[src/rtl/bert_err_pkg.sv]
package bert_err_pkg;
  typedef struct packed {
    logic inc;
    logic clr;
  } dpStrobes_t;

  localparam int LAT_N    = 3;
  localparam int IDX_SYNC = 0;
  localparam int IDX_ERR  = 1;
  localparam int IDX_OVF  = 2;
endpackage

[src/rtl/bert_err_dp.sv]
module bert_err_dp
  import bert_err_pkg::*;
#(
  parameter int CNT_W = 24,
  parameter int LOW_W = 8
) (
  input  logic               clk,
  input  logic               rst,
  input  dpStrobes_t         strobes,
  input  logic               rdLow,
  output logic [LOW_W-1:0]   cntLow,
  output logic [CNT_W-LOW_W-1:0] cntHigh,
  output logic               cntFull
);
  localparam int HIGH_W = CNT_W - LOW_W;
  localparam logic [CNT_W-1:0] CNT_MAX = {CNT_W{1'b1}};

  logic [CNT_W-1:0]  cnt;
  logic [HIGH_W-1:0] highSnap;

  always_ff @(posedge clk) begin
    if (rst) begin
      cnt <= '0;
    end else if (strobes.clr) begin
      cnt <= '0;
    end else if (strobes.inc && cnt != CNT_MAX) begin
      cnt <= cnt + 1'b1;
    end
  end

  always_ff @(posedge clk) begin
    if (rst) begin
      highSnap <= '0;
    end else if (rdLow) begin
      highSnap <= cnt[CNT_W-1:LOW_W];
    end
  end

  assign cntLow  = cnt[LOW_W-1:0];
  assign cntHigh = highSnap;
  assign cntFull = (cnt == CNT_MAX);

  AST_STEP_ONE: assert property (@(posedge clk) disable iff (rst)
    !strobes.clr |=> (cnt == $past(cnt) || cnt == $past(cnt) + 1'b1));
  AST_SAT_HOLD: assert property (@(posedge clk) disable iff (rst)
    (cntFull && !strobes.clr) |=> cntFull);
  AST_CLR_ZERO: assert property (@(posedge clk) disable iff (rst)
    strobes.clr |=> (cnt == '0));
  AST_SNAP_TAKE: assert property (@(posedge clk) disable iff (rst)
    rdLow |=> (cntHigh == $past(cnt[CNT_W-1:LOW_W])));
endmodule

[src/rtl/bert_err_ctrl.sv]
module bert_err_ctrl
  import bert_err_pkg::*;
(
  input  logic       clk,
  input  logic       rst,
  input  logic       errStrobe,
  input  logic       rxSync,
  input  logic       loadClr,
  input  logic       statRead,
  input  logic       ieSync,
  input  logic       ieErr,
  input  logic       ieOvf,
  input  logic       ieSummary,
  input  logic       cntFull,
  output dpStrobes_t strobes,
  output logic       latSync,
  output logic       latErr,
  output logic       latOvf,
  output logic       summary,
  output logic       intN
);
  logic lcQ, clrReq, armed, syncQ, fullQ;
  logic countEn;
  logic [LAT_N-1:0] evt, latQ, ieVec;

  always_ff @(posedge clk) begin
    if (rst) begin
      lcQ    <= 1'b0;
      clrReq <= 1'b0;
      armed  <= 1'b0;
      syncQ  <= 1'b0;
      fullQ  <= 1'b0;
    end else begin
      lcQ    <= loadClr;
      clrReq <= loadClr & ~lcQ;
      armed  <= armed | rxSync;
      syncQ  <= rxSync;
      fullQ  <= cntFull;
    end
  end

  assign countEn     = armed | rxSync;
  assign strobes.clr = clrReq;
  assign strobes.inc = errStrobe & countEn & ~clrReq;

  always_comb begin
    evt           = '0;
    evt[IDX_SYNC] = rxSync ^ syncQ;
    evt[IDX_ERR]  = errStrobe & countEn;
    evt[IDX_OVF]  = cntFull & ~fullQ;
    ieVec           = '0;
    ieVec[IDX_SYNC] = ieSync;
    ieVec[IDX_ERR]  = ieErr;
    ieVec[IDX_OVF]  = ieOvf;
  end

  for (genvar g = 0; g < LAT_N; g++) begin : gLat
    always_ff @(posedge clk) begin
      if (rst) begin
        latQ[g] <= 1'b0;
      end else begin
        latQ[g] <= (latQ[g] & ~statRead) | evt[g];
      end
    end
  end

  assign latSync = latQ[IDX_SYNC];
  assign latErr  = latQ[IDX_ERR];
  assign latOvf  = latQ[IDX_OVF];
  assign summary = |(latQ & ieVec);
  assign intN    = ~(summary & ieSummary);

  AST_ARM_STICKY: assert property (@(posedge clk) disable iff (rst)
    armed |=> armed);
  AST_CLR_ONESHOT: assert property (@(posedge clk) disable iff (rst)
    clrReq |=> !clrReq);
  AST_LATCH_KEEP: assert property (@(posedge clk) disable iff (rst)
    (latErr && !statRead) |=> latErr);
  AST_READ_CLEARS: assert property (@(posedge clk) disable iff (rst)
    (statRead && !evt[IDX_SYNC]) |=> !latSync);
  AST_INT_SOURCE: assert property (@(posedge clk) disable iff (rst)
    !intN |-> (ieSummary && (latSync || latErr || latOvf)));
endmodule

[src/rtl/bert_err_cnt.sv]
module bert_err_cnt
  import bert_err_pkg::*;
#(
  parameter int CNT_W = 24,
  parameter int LOW_W = 8
) (
  input  logic                   clk,
  input  logic                   rst,
  input  logic                   errStrobe,
  input  logic                   rxSync,
  input  logic                   loadClr,
  input  logic                   statRead,
  input  logic                   rdLow,
  input  logic                   ieSync,
  input  logic                   ieErr,
  input  logic                   ieOvf,
  input  logic                   ieSummary,
  output logic [LOW_W-1:0]       cntLow,
  output logic [CNT_W-LOW_W-1:0] cntHigh,
  output logic                   latSync,
  output logic                   latErr,
  output logic                   latOvf,
  output logic                   summary,
  output logic                   intN
);
  dpStrobes_t strobes;
  logic cntFull;

  bert_err_ctrl ctrl_i (
    .clk(clk), .rst(rst), .errStrobe(errStrobe), .rxSync(rxSync),
    .loadClr(loadClr), .statRead(statRead), .ieSync(ieSync), .ieErr(ieErr),
    .ieOvf(ieOvf), .ieSummary(ieSummary), .cntFull(cntFull), .strobes(strobes),
    .latSync(latSync), .latErr(latErr), .latOvf(latOvf), .summary(summary),
    .intN(intN)
  );

  bert_err_dp #(.CNT_W(CNT_W), .LOW_W(LOW_W)) dp_i (
    .clk(clk), .rst(rst), .strobes(strobes), .rdLow(rdLow),
    .cntLow(cntLow), .cntHigh(cntHigh), .cntFull(cntFull)
  );
endmodule

[config.mk]
export PLATFORM = sky130hd
export DESIGN_NAME = bert_err_cnt
export DESIGN_NICKNAME = d
export VERILOG_FILES = /design/src/rtl/bert_err_pkg.sv /design/src/rtl/bert_err_dp.sv /design/src/rtl/bert_err_ctrl.sv /design/src/rtl/bert_err_cnt.sv
export SDC_FILE = /design/constraint.sdc
export NUM_CORES = 1
export LEC_CHECK = 0
export BUFFER_PORTS_ARGS = -buffer_cell sky130_fd_sc_hd__buf_2
export CORE_MARGIN = 4
export CORE_UTILIZATION = 35
export DETAILED_ROUTE_END_ITERATION = 8
export MAX_ROUTING_LAYER = met4
export PLACE_DENSITY = 0.68
export SKIP_LAST_GASP = 1
export SYNTH_ARGS = -nofsm -noshare
export SYNTH_HDL_FRONTEND = slang
export SYNTH_HIERARCHICAL = 1
export SYNTH_SLANG_ARGS = --single-unit
export TNS_END_PERCENT = 5
[constraint.sdc]
create_clock -name clk -period 1.75 [get_ports clk]
set_input_delay 0.35 -clock clk [delete_from_list [all_inputs] [get_ports clk]]
set_output_delay 0.35 -clock clk [all_outputs]
set_load 0.05 [all_outputs]
==> impl_metrics.py <==
metrics = {
    "status": {
        "outcome": "complete, no violations",
    },
    "timing": {
        "post-route-min-period_ns": 1.70,
        "period_share_pct": 97.1,
        "finalMaxSlewViolations": 0,
        "rsz0062_at_grt": "true",
        "layout_setup_ws_ns": 0.0515,
        "setup-tns-final_ns": 0,
        "worstMarginPinSlew_ns": 0.508,
        "max_freq_ghz": 0.589,
        "finClkSkew_ns": 0.00681,
        "hold_violations": 0,
        "maxSlewHeadroom_pct": 66.2,
        "holdWs_ns": 0.310,
        "finalSetupViolCount": 0,
    },
    "drt": {
        "vias": 1791,
        "viasPerCell": 4.95,
        "wl_per_cell_um": 12.7,
        "first_pass_iters": 4,
        "ant_nets": 0,
        "drcViolationCount": 0,
        "routed_wirelength_um": 4600,
        "drt_iter0_drc": 69,
    },
    "logic_synthesis": {
        "synthCells": 230,
        "yosys_warnings": 6,
        "synth_area_leader_cell": "dfxtp_1",
        "syn_nets": 242,
        "async_flop_share_pct": 0,
        "synth_area_mm2": 0.00213,
        "synth_area_leaders": "dfxtp_1, mux2i_1, nor2_1, xnor2_1, a21oi_1",
        "synth-seq-cells": 48,
        "synth_cell_types": 42,
        "syn_area_per_cell_um2": 9.25,
        "synth_edf_count": 0,
        "yosys.area.top_type_share_pct": 45.2,
        "synth_ff_type": "dfxtp_1",
        "yosysSeqAreaShare_pct": 45.2,
    },
    "setup_path": {
        "cpLargestDelayFamily": "simple AND/OR/NAND/NOR gates",
        "end_kind": "register",
        "cp_cell_sequence": "buf_4 -> and4_2 -> and4_4 -> o211ai_4 -> or4_1 -> a21oi_1",
        "startpoint_type": "register",
        "cp.required_ns": 1.97,
        "worst_path_largest_cell_delay_ns": 0.40,
        "path_class": "register to register",
        "cp.arrival_ns": 1.92,
        "slowest_stage": "or4_1",
        "path_max_fanout": 4,
        "crit_buf_inv": 1,
    },
    "cells_and_area": {
        "postLayoutCellArea_mm2": 0.00266,
        "antenna_cells": 0,
        "finalNetCount": 298,
        "multi_input_comb_area_mm2": 0.00111,
        "instances_no_fill": 362,
        "register_area_um2": 961,
        "nFillCells": 585,
        "drive_above_1_share_pct": 32.8,
        "area_delta_synth_final_pct": 25.2,
        "finish.utilization_pct": 45.0,
    },
    "hold_path": {
        "hp-class": "primary input to register",
    },
    "pwr": {
        "p_leak_nw": 1.13,
        "irDropWorstVdd_v": 0.000307,
        "powerDensity_mw_per_mm2": 725,
        "finalPower_mw": 1.93,
    },
    "place": {
        "dp_cells": 353,
        "dp_slack_ns": 0.0245,
        "dpl_cell_area_mm2": 0.00251,
        "io_buffer_count": 39,
        "dpl.hpwl_um": 3400,
        "place.gp.congestion": 0.821,
    },
    "floorplanning": {
        "rows": 28,
        "pin_count": 40,
        "die-height_um": 86.0,
        "coreArea_mm2": 0.00592,
        "initial_utilization_pct": 35.9,
        "die_w_um": 86.0,
        "dieArea_mm2": 0.00739,
    },
    "clock_network": {
        "htree_levels": 2,
        "cts_setup_buffers": 0,
        "cts_resized": 0,
        "hold_buffers": 0,
        "root_buffer": "clkbuf_8",
        "clockBufferDepth": 2,
        "cts_tree": "yes",
        "clk-insertion-delay-late_ns": 0.29,
        "cts.sinks": 48,
        "cts_buffers": 5,
        "clk_pin_slew_worst_paths_ns": 0.09,
    },
    "job": {
        "maxCapViolCount": 0,
    },
    "grt": {
        "grt_overflow_total": 0,
        "grt.total_usage_pct": 13.5,
        "grt_pass1_vias": 1802,
        "grt_start_max_net_pins": 25,
        "grt_pass1_wl_um": 7980,
        "antenna_found_initial": 0,
    },
}
final cells by class:
| type | instances | area share, % |
|---|---|---|
| clock inverter | 1 | 0.282 |
| tap | 75 | 3.52 |
| clock buffer | 7 | 3.24 |
| multi-input combinational | 164 | 41.5 |
| inverter | 1 | 0.141 |
| timing repair buffer | 66 | 15.2 |
| sequential | 48 | 36.1 |
cells in the mapped netlist, drive strengths merged, types with 2 or more instances:
cell type / count
nor3b: 2
nand3: 10
nand4: 6
or3: 8
a21oi: 16
dfxtp: 48
clkbuf: 6
buf: 12
nor4: 2
nor3: 4
nor2: 37
mux2i: 17
nor2b: 4
nand2: 10
xor2: 2
xnor2: 10
or2: 2
and4: 6
and3: 2
o21ai: 11
nand2b: 5
metal layers:
metal	track usage (%)	up-vias	routed length, um
li1	-	914	-
met1	15.9	847	2100
met2	22.7	26	2300
met3	3.36	4	141
met4	4.32	0	55
met5	-	-	0
final timing paths:
kind | startpoint | endpoint | slack [ns] | cells after the start
setup reg to reg | dp_i/cnt[0] | dp_i/cnt[23] | 0.05 | 6
hold / removal | loadClr | ctrl_i/lcQ | 0.31 | 2
hold reg to reg | ctrl_i/lcQ | ctrl_i/clrReq | 0.39 | 1
setup / recovery | dp_i/cnt[0] | dp_i/cnt[23] | 0.05 | 6
placed cells by master (no fill, tap or decap), types with 2 or more instances in the layout:
cell / count
and3_2: 2
or3_1: 7
nand4_1: 5
xor2_1: 2
o211ai_4: 2
nor3b_1: 2
buf_2: 38
and4_4: 3
nor2_1: 37
nand2_1: 10
nor2b_1: 4
xnor2_1: 10
clkbuf_8: 6
nor3_1: 3
a21oi_1: 15
mux2i_1: 17
nand2b_1: 5
o21ai_0: 10
buf_4: 27
dfxtp_1: 48
and4_2: 2
nand3_1: 8
power breakdown:
group | switching (mW) | internal, mW
clock network | 0.349 | 0.321
registers | 0.00655 | 1.10
logic | 0.0992 | 0.0513
total | 0.455 | 1.48
flip-flops by register name, indices dropped and copies added, names as in the netlist:
register	flops
ctrl_i/latOvf	1
ctrl_i/syncQ	1
ctrl_i/latErr	1
ctrl_i/latSync	1
ctrl_i/lcQ	1
ctrl_i/clrReq	1
dp_i/cntHigh	16
ctrl_i/fullQ	1
dp_i/cnt	24
ctrl_i/armed	1
kinds of logic after synthesis:
kind of cell    after synthesis  share of synthesized area (%)
simple gates                 99                           25.0
flops                        48                           45.2
compound gates               34                           10.6
buf+inv                      19                           5.71
mux                          17                           8.00
xor+xnor                     12                           4.94
fa+ha+maj                     1                          0.588
No activity file was read; power rests on OpenSTA's default activity.
